[config.mk]
export PLATFORM = sky130hd
export DESIGN_NAME = segx_dma_seq
export DESIGN_NICKNAME = d
export VERILOG_FILES = /design/src/rtl/segx_dma_pkg.sv /design/src/rtl/segx_dma_chan.sv /design/src/rtl/segx_dma_plan.sv /design/src/rtl/segx_dma_seq.sv
export SDC_FILE = /design/constraint.sdc
export NUM_CORES = 1
export LEC_CHECK = 0
export ABC_AREA = 0
export BUFFER_PORTS_ARGS = -buffer_cell sky130_fd_sc_hd__buf_2
export CAP_MARGIN = 20
export CORE_ASPECT_RATIO = 0.75
export CORE_MARGIN = 2
export CORE_UTILIZATION = 51
export CTS_BUF_LIST = sky130_fd_sc_hd__clkbuf_4
export CTS_CLUSTER_DIAMETER = 30
export DETAILED_ROUTE_END_ITERATION = 6
export MAX_ROUTING_LAYER = met4
export PLACE_DENSITY = 0.72
export SLEW_MARGIN = 20
export SYNTH_ARGS = -nofsm -noshare
export SYNTH_HDL_FRONTEND = slang
export SYNTH_SLANG_ARGS = --single-unit
[constraint.sdc]
create_clock -name clk -period 12.55 [get_ports clk]
set_input_delay 0.6275 -clock clk [delete_from_list [all_inputs] [get_ports clk]]
set_output_delay 0.6275 -clock clk [all_outputs]
set_load 0.01 [all_outputs]
[src/rtl/segx_dma_pkg.sv]
`timescale 1ns/1ps
package segx_dma_pkg;

    parameter int CNT_W = 32;

    localparam logic [7:0] FILL_BYTE = 8'hFF;

    typedef enum logic [2:0] {
        ST_IDLE,
        ST_ARM,
        ST_RUN,
        ST_DRAIN,
        ST_ABORT
    } seq_state_e;

    typedef struct packed {
        logic rd;
        logic short_mode;
    } xfer_mode_t;

    function automatic logic [CNT_W-1:0] seg_clip(input logic [CNT_W-1:0] remain,
                                                  input logic [CNT_W-1:0] cap);
        return (remain > cap) ? cap : remain;
    endfunction

endpackage

[src/rtl/segx_dma_chan.sv]
`timescale 1ns/1ps
module segx_dma_chan #(
    parameter int SEGW = 12
) (
    input  logic            clk,
    input  logic            rst,
    input  logic            load,
    input  logic            clear,
    input  logic [SEGW-1:0] load_len,
    input  logic            enable,
    input  logic            gate,
    input  logic            ready,
    output logic            fire,
    output logic [SEGW-1:0] offset,
    output logic            drained
);

    logic [SEGW-1:0] left_q;
    logic [SEGW-1:0] off_q;

    assign drained = (left_q == '0);
    assign fire    = enable && gate && ready && !drained;
    assign offset  = off_q;

    always_ff @(posedge clk) begin
        if (rst || clear) begin
            left_q <= '0;
            off_q  <= '0;
        end else if (load) begin
            left_q <= load_len;
            off_q  <= '0;
        end else if (fire) begin
            left_q <= left_q - 1'b1;
            off_q  <= off_q + 1'b1;
        end
    end

    // moving a byte shifts one unit from remaining to offset, the span stays fixed
    a_r2_span_kept: assert property (@(posedge clk) disable iff (rst)
        fire |=> ((off_q + left_q) == $past(off_q + left_q)));

    // a cleared channel is empty and idle afterwards
    a_r12_clear_empty: assert property (@(posedge clk) disable iff (rst)
        clear |=> (drained && !fire));

endmodule

[src/rtl/segx_dma_plan.sv]
`timescale 1ns/1ps
module segx_dma_plan
    import segx_dma_pkg::*;
#(
    parameter int AW      = 16,
    parameter int SEG_MAX = 4095,
    parameter int SEGW    = 12
) (
    input  logic             clk,
    input  logic             rst,
    input  logic             load,
    input  logic             clear,
    input  logic [CNT_W-1:0] total,
    input  logic             advance,
    output logic [SEGW-1:0]  seg_len,
    output logic             last,
    output logic [AW-1:0]    moved_lo
);

    localparam logic [CNT_W-1:0] CAP = CNT_W'(SEG_MAX);

    logic [CNT_W-1:0] remain_q;
    logic [AW-1:0]    moved_q;

    assign seg_len  = SEGW'(seg_clip(remain_q, CAP));
    assign last     = (remain_q <= CAP);
    assign moved_lo = moved_q;

    always_ff @(posedge clk) begin
        if (rst || clear) begin
            remain_q <= '0;
            moved_q  <= '0;
        end else if (load) begin
            remain_q <= total;
            moved_q  <= '0;
        end else if (advance) begin
            remain_q <= remain_q - CNT_W'(seg_len);
            moved_q  <= moved_q + AW'(seg_len);
        end
    end

    // a finished segment is never empty and never beyond the limit
    a_r2_seg_cap: assert property (@(posedge clk) disable iff (rst)
        advance |-> (seg_len != '0) && (seg_len <= SEGW'(SEG_MAX)));

    // only the final segment may be shorter than the limit
    a_r2_full_inner: assert property (@(posedge clk) disable iff (rst)
        (advance && !last) |-> (seg_len == SEGW'(SEG_MAX)));

endmodule

[src/rtl/segx_dma_seq.sv]
`timescale 1ns/1ps
module segx_dma_seq
    import segx_dma_pkg::*;
#(
    parameter int AW        = 16,
    parameter int SEG_MAX   = 4095,
    parameter int SHORT_LIM = 8
) (
    input  logic             clk,
    input  logic             rst,
    input  logic             start,
    input  logic             dir_read,
    input  logic [AW-1:0]    base_addr,
    input  logic [CNT_W-1:0] total_len,
    input  logic             abort,
    output logic             busy,
    output logic             done,
    output logic             xfer_err,
    output logic             tx_wr,
    output logic [7:0]       tx_byte,
    input  logic             tx_full,
    output logic             rx_rd,
    input  logic [7:0]       rx_byte,
    input  logic             rx_empty,
    output logic             rx_flush,
    input  logic             link_idle,
    input  logic             parity_sticky,
    output logic [AW-1:0]    mem_raddr,
    input  logic [7:0]       mem_rdata,
    output logic             mem_we,
    output logic [AW-1:0]    mem_waddr,
    output logic [7:0]       mem_wdata
);

    localparam int SEGW = $clog2(SEG_MAX + 1);

    seq_state_e      st_q, st_d;
    xfer_mode_t      mode_q;
    logic [AW-1:0]   base_q;
    logic            pend_q, done_q, err_q;

    logic            in_idle, accept, zero_len;
    logic            ch_load, ch_en, ch_clear, finish, seg_done;
    logic [SEGW-1:0] seg_len, rx_len, tx_off, rx_off;
    logic            last_seg, tx_fire, rx_fire, tx_drained, rx_drained;
    logic [AW-1:0]   moved_lo;

    assign in_idle  = (st_q == ST_IDLE);
    assign accept   = start && in_idle && !abort;
    assign zero_len = (total_len == '0);
    assign ch_load  = (st_q == ST_ARM);
    assign ch_en    = (st_q == ST_RUN) && !abort;
    assign ch_clear = (st_q == ST_ABORT);
    assign seg_done = ch_en && tx_drained && rx_drained && !pend_q;
    assign finish   = (st_q == ST_DRAIN) && link_idle && !abort;
    assign rx_len   = mode_q.rd ? seg_len : '0;

    segx_dma_plan #(.AW(AW), .SEG_MAX(SEG_MAX), .SEGW(SEGW)) u_plan (
        .clk      (clk),
        .rst      (rst),
        .load     (accept && !zero_len),
        .clear    (ch_clear),
        .total    (total_len),
        .advance  (seg_done),
        .seg_len  (seg_len),
        .last     (last_seg),
        .moved_lo (moved_lo)
    );

    segx_dma_chan #(.SEGW(SEGW)) u_tx (
        .clk      (clk),
        .rst      (rst),
        .load     (ch_load),
        .clear    (ch_clear),
        .load_len (seg_len),
        .enable   (ch_en),
        .gate     (!mode_q.short_mode || !pend_q),
        .ready    (!tx_full),
        .fire     (tx_fire),
        .offset   (tx_off),
        .drained  (tx_drained)
    );

    segx_dma_chan #(.SEGW(SEGW)) u_rx (
        .clk      (clk),
        .rst      (rst),
        .load     (ch_load),
        .clear    (ch_clear),
        .load_len (rx_len),
        .enable   (ch_en),
        .gate     (1'b1),
        .ready    (!rx_empty),
        .fire     (rx_fire),
        .offset   (rx_off),
        .drained  (rx_drained)
    );

    always_comb begin
        st_d = st_q;
        case (st_q)
            ST_IDLE:  if (accept && !zero_len) st_d = ST_ARM;
            ST_ARM:   st_d = ST_RUN;
            ST_RUN:   if (seg_done) st_d = last_seg ? ST_DRAIN : ST_ARM;
            ST_DRAIN: if (link_idle) st_d = ST_IDLE;
            ST_ABORT: st_d = ST_IDLE;
            default:  st_d = ST_IDLE;
        endcase
        if (abort && !in_idle && (st_q != ST_ABORT)) st_d = ST_ABORT;
    end

    always_ff @(posedge clk) begin
        if (rst) begin
            st_q   <= ST_IDLE;
            mode_q <= '0;
            base_q <= '0;
            pend_q <= 1'b0;
            done_q <= 1'b0;
            err_q  <= 1'b0;
        end else begin
            st_q   <= st_d;
            done_q <= (accept && zero_len) || finish;
            if (accept) begin
                mode_q.rd         <= dir_read;
                mode_q.short_mode <= (total_len < CNT_W'(SHORT_LIM));
                base_q            <= base_addr;
                err_q             <= 1'b0;
            end else if (abort && !in_idle) begin
                mode_q <= '0;
                base_q <= '0;
            end
            if (finish) err_q <= mode_q.rd && parity_sticky;
            if (!ch_en)
                pend_q <= 1'b0;
            else if (tx_fire && mode_q.short_mode)
                pend_q <= 1'b1;
            else if (pend_q && (mode_q.rd ? rx_fire : link_idle))
                pend_q <= 1'b0;
        end
    end

    assign busy      = !in_idle;
    assign done      = done_q;
    assign xfer_err  = err_q;
    assign tx_wr     = tx_fire;
    assign tx_byte   = mode_q.rd ? FILL_BYTE : mem_rdata;
    assign rx_rd     = rx_fire;
    assign rx_flush  = finish && !mode_q.rd;
    assign mem_raddr = base_q + moved_lo + AW'(tx_off);
    assign mem_we    = rx_fire;
    assign mem_waddr = base_q + moved_lo + AW'(rx_off);
    assign mem_wdata = rx_byte;

    // completion pulse lasts one cycle
    a_r9_done_single: assert property (@(posedge clk) disable iff (rst)
        done |=> !done);

    // completion only after the link was seen idle (or a zero-length start)
    a_r6_done_link: assert property (@(posedge clk) disable iff (rst)
        done |-> ($past(link_idle) || $past(start)));

    // no traffic in the cycle after an abort of a busy transfer
    a_r12_abort_quiet: assert property (@(posedge clk) disable iff (rst)
        ($past(abort) && $past(busy)) |-> (!tx_wr && !rx_rd && !mem_we));

    // byte mode never pushes in two consecutive cycles
    a_r3_byte_spacing: assert property (@(posedge clk) disable iff (rst)
        (mode_q.short_mode && $past(tx_wr)) |-> !tx_wr);

    // a write transfer never stores to memory or pops the receive side
    a_r5_write_no_store: assert property (@(posedge clk) disable iff (rst)
        (busy && !mode_q.rd) |-> (!mem_we && !rx_rd));

    // a start while busy leaves the latched base untouched
    a_r10_start_ignored: assert property (@(posedge clk) disable iff (rst)
        (busy && start && !abort && (st_q != ST_ABORT)) |=> $stable(base_q));

    // a zero-length start completes at once and stays idle
    a_r11_zero_len: assert property (@(posedge clk) disable iff (rst)
        (start && in_idle && !abort && zero_len) |=> (done && !busy));

endmodule

==> metrics.txt <==
fin crit period around 5.1 ns; area grow syn2layout 11.1%; Max Cap Viol 0; clock sink total 120; Avg WL per Cell between 15 and 20 um; vias in the first global route 7,175; cts bufs inserted 17; Cell Count, Final, Fillers Out between 1,000 and 1,500; outcome finished clean; P_leak about 3.9 nW; Final Wtd Congestion 0.943; Final Skew 0.0198 ns; crit path max fanout 4; Unique masters post-synth 66; initial antenna violation count 0; detailed-router iteration count before antenna repair 5; share of layout cells above drive strength 1 0.152; DIE AREA around 17,000 um2; top_reg_cell synth dfxtp_1; number of synthesized flops with an enable pin 0; RSZ-0062 raised after global routing no; placed cell areas 8850 um2; register area share after synthesis 0.292; first-pass GRT wire length between 30,000 and 40,000 um; Synth Cell Area slightly above 8000 um2; CP endpoint kind output port; initial DRC count 722; port bufs 111; Hold Fails Final Rpt 0; post-cts repair resize count 0; Die X 151 um; pwr dens 93.1 nW/um2; gr usage total 0.279; # hold bufs at CTS 0; Worst R2R Setup Slack 7.56 ns; Core ar. 15,900 um2; io pins around 130; commonest non-fill, non-tap cell in the layout dfxtp_1; grt ovf 0; Max Transition Viols Final 0; DRC viols 0; dpl cells 1,336; synthesized flop and latch total 120; Avg Inst Size Synth 7.72 um2; DP HPWL 17,200 um; # setup viols final 0; kind of critical path reg -> out; total power 0.850 mW; Syn Inst Count ~1,100; Via Count ~8,000; startpoint type of the worst setup path flip-flop; H-Tree Depth 4; pin count of the biggest net entering global routing 33; Clk Latency, worst-skew pair 0.56 ns; DIE HEIGHT 114 um; num rows 40; Routed Antenna Nets 0; Layout Nets 1,278; starting density of the core 0.518; Yosys warning total 0; critical path data required time roughly 12 ns; hold crit path type in -> reg; design area 9130 um2; Worst-path clk slew 0.11 ns; setup_tns 0 ns; Synth Net Count around 1,200; Critical Path AT ~4.4 ns; Fillers 1,546; # diodes 0; relative slew slack 0.310; maximum vdd drop 0.0000498 V; Achievable Freq 0.197 GHz; clk buf depth 2; commonest cells after routing, fill and taps aside dfxtp_1, nor2_1, nand2_1; Slew @ Worst Pin roughly 1.0 ns; Post-CTS Setup Inserts 0; Vias per Instance 5.92; WHS roughly 0.32 ns; Synth async-reset ratio 0; clk root buf clkbuf_4; CTS tree yes; Tcrit/Tclk final 0.404; Total Wirelength approximately 23,000 um
## cell type report
type,count,area (um2),area share
Multi-Input combinational cell,864,5500,0.602
Clock inverter,13,135,0.0148
Tap cell,210,263,0.0288
Sequential cell,120,2400,0.263
Inverter,26,97.6,0.0107
Clock buffer,19,143,0.0156
Timing Repair Buffer,116,593,0.0650
## cells in the mapped netlist (6+ instances only)
| cell type | n | share of area |
|---|---|---|
| a211oi_1 | 13 | 0.012 |
| a21o_1 | 11 | 0.010 |
| a21oi_1 | 100 | 0.061 |
| a221oi_1 | 8 | 0.0085 |
| a22oi_1 | 31 | 0.028 |
| a31oi_1 | 12 | 0.0091 |
| a32oi_1 | 7 | 0.0075 |
| and3_1 | 15 | 0.011 |
| buf_2 | 6 | 0.0037 |
| buf_4 | 9 | 0.0082 |
| clkbuf_1 | 34 | 0.016 |
| dfxtp_1 | 120 | 0.29 |
| ha_1 | 56 | 0.085 |
| inv_1 | 26 | 0.012 |
| nand2_1 | 117 | 0.053 |
| nand2b_1 | 18 | 0.014 |
| nand3_1 | 26 | 0.016 |
| nand4_1 | 11 | 0.0084 |
| nor2_1 | 118 | 0.054 |
| nor2b_1 | 13 | 0.0099 |
| nor3_1 | 36 | 0.022 |
| nor4_1 | 25 | 0.019 |
| o211ai_1 | 7 | 0.0064 |
| o21ai_0 | 48 | 0.029 |
| or2_2 | 17 | 0.013 |
| or3_1 | 12 | 0.0091 |
| or4_1 | 6 | 0.0055 |
| xnor2_1 | 45 | 0.048 |
| xor2_1 | 39 | 0.042 |
## flip-flops by register name, summed over array words and instances (netlist names)
| signal | count |
|---|---|
| st_q | 3 |
| xfer_err | 1 |
| u_rx.left_q | 12 |
| done | 1 |
| u_rx.offset | 12 |
| mode_q | 2 |
| u_tx.left_q | 12 |
| u_plan.remain_q | 32 |
| base_q | 16 |
| u_tx.offset | 12 |
| pend_q | 1 |
| u_plan.moved_lo | 16 |
## kinds of logic (layout without fill, tap and decap cells)
family,Yosys count,count (layout),share of synthesized area
AO/OA/AOI/OAI,278,278,0.214
XOR/XNOR,84,84,0.0896
multiplexers,4,4,0.00487
adder cells (fa/ha/maj),60,60,0.0950
AND/OR/NAND/NOR,438,438,0.262
flip-flops,120,120,0.292
buffers and inverters,80,174,0.0416
## power by group
| group | internal (mW) | switching, mW |
|---|---|---|
| Combinational | 0.0608 | 0.100 |
| Sequential | 0.392 | 0.0127 |
| Clock | 0.138 | 0.147 |
| Total | 0.591 | 0.260 |
## final timing paths
kind | from | to | cells past startpoint
max | u_plan.moved_lo[0]$_SDFFE_PP0P_ | mem_waddr[15] | 15
min | base_addr[15] | base_q[15]$_SDFFE_PP0P_ | 3
max reg2reg | u_plan.remain_q[12]$_SDFFE_PP0P_ | u_plan.moved_lo[15]$_SDFFE_PP0P_ | 13
min reg2reg | u_plan.moved_lo[7]$_SDFFE_PP0P_ | u_plan.moved_lo[7]$_SDFFE_PP0P_ | 2
## stage by stage
step / utilization / setup slack [ns]
2_1_floorplan: - / 8.28
6_report: 0.575 / 7.48
3_3_place_gp: 0.558 / 7.76
3_5_place_dp: 0.558 / 7.69
5_1_grt: 0.575 / 7.17
4_1_cts: 0.575 / 7.52
## worst max-delay path, cell delays in order (launching register included)
cell and delay, ns:
dfxtp_1 0.35, ha_1 0.22, fa_1 0.43, a211oi_1 0.28, nor2_1 0.13, o21a_1 0.18
nor2_1 0.11, xnor2_1 0.12, ha_1 0.43, a21oi_1 0.10, a21oi_1 0.44, a311oi_1 0.20
nor3_1 0.46, a31oi_1 0.16, a2bb2oi_1 0.16, buf_2 0.15
## layer usage
layer  vias up  global-route usage  share of wire  wire (um)
li1       4010                   -              -          -
met2       294               0.388           0.41       9530
met5         -                   -              0          0
met4         0              0.0623         0.0079        182
met3        22              0.0676          0.074       1700
met1      3768               0.408           0.50      11600
Note: power is estimated with default switching activity, not from simulation.
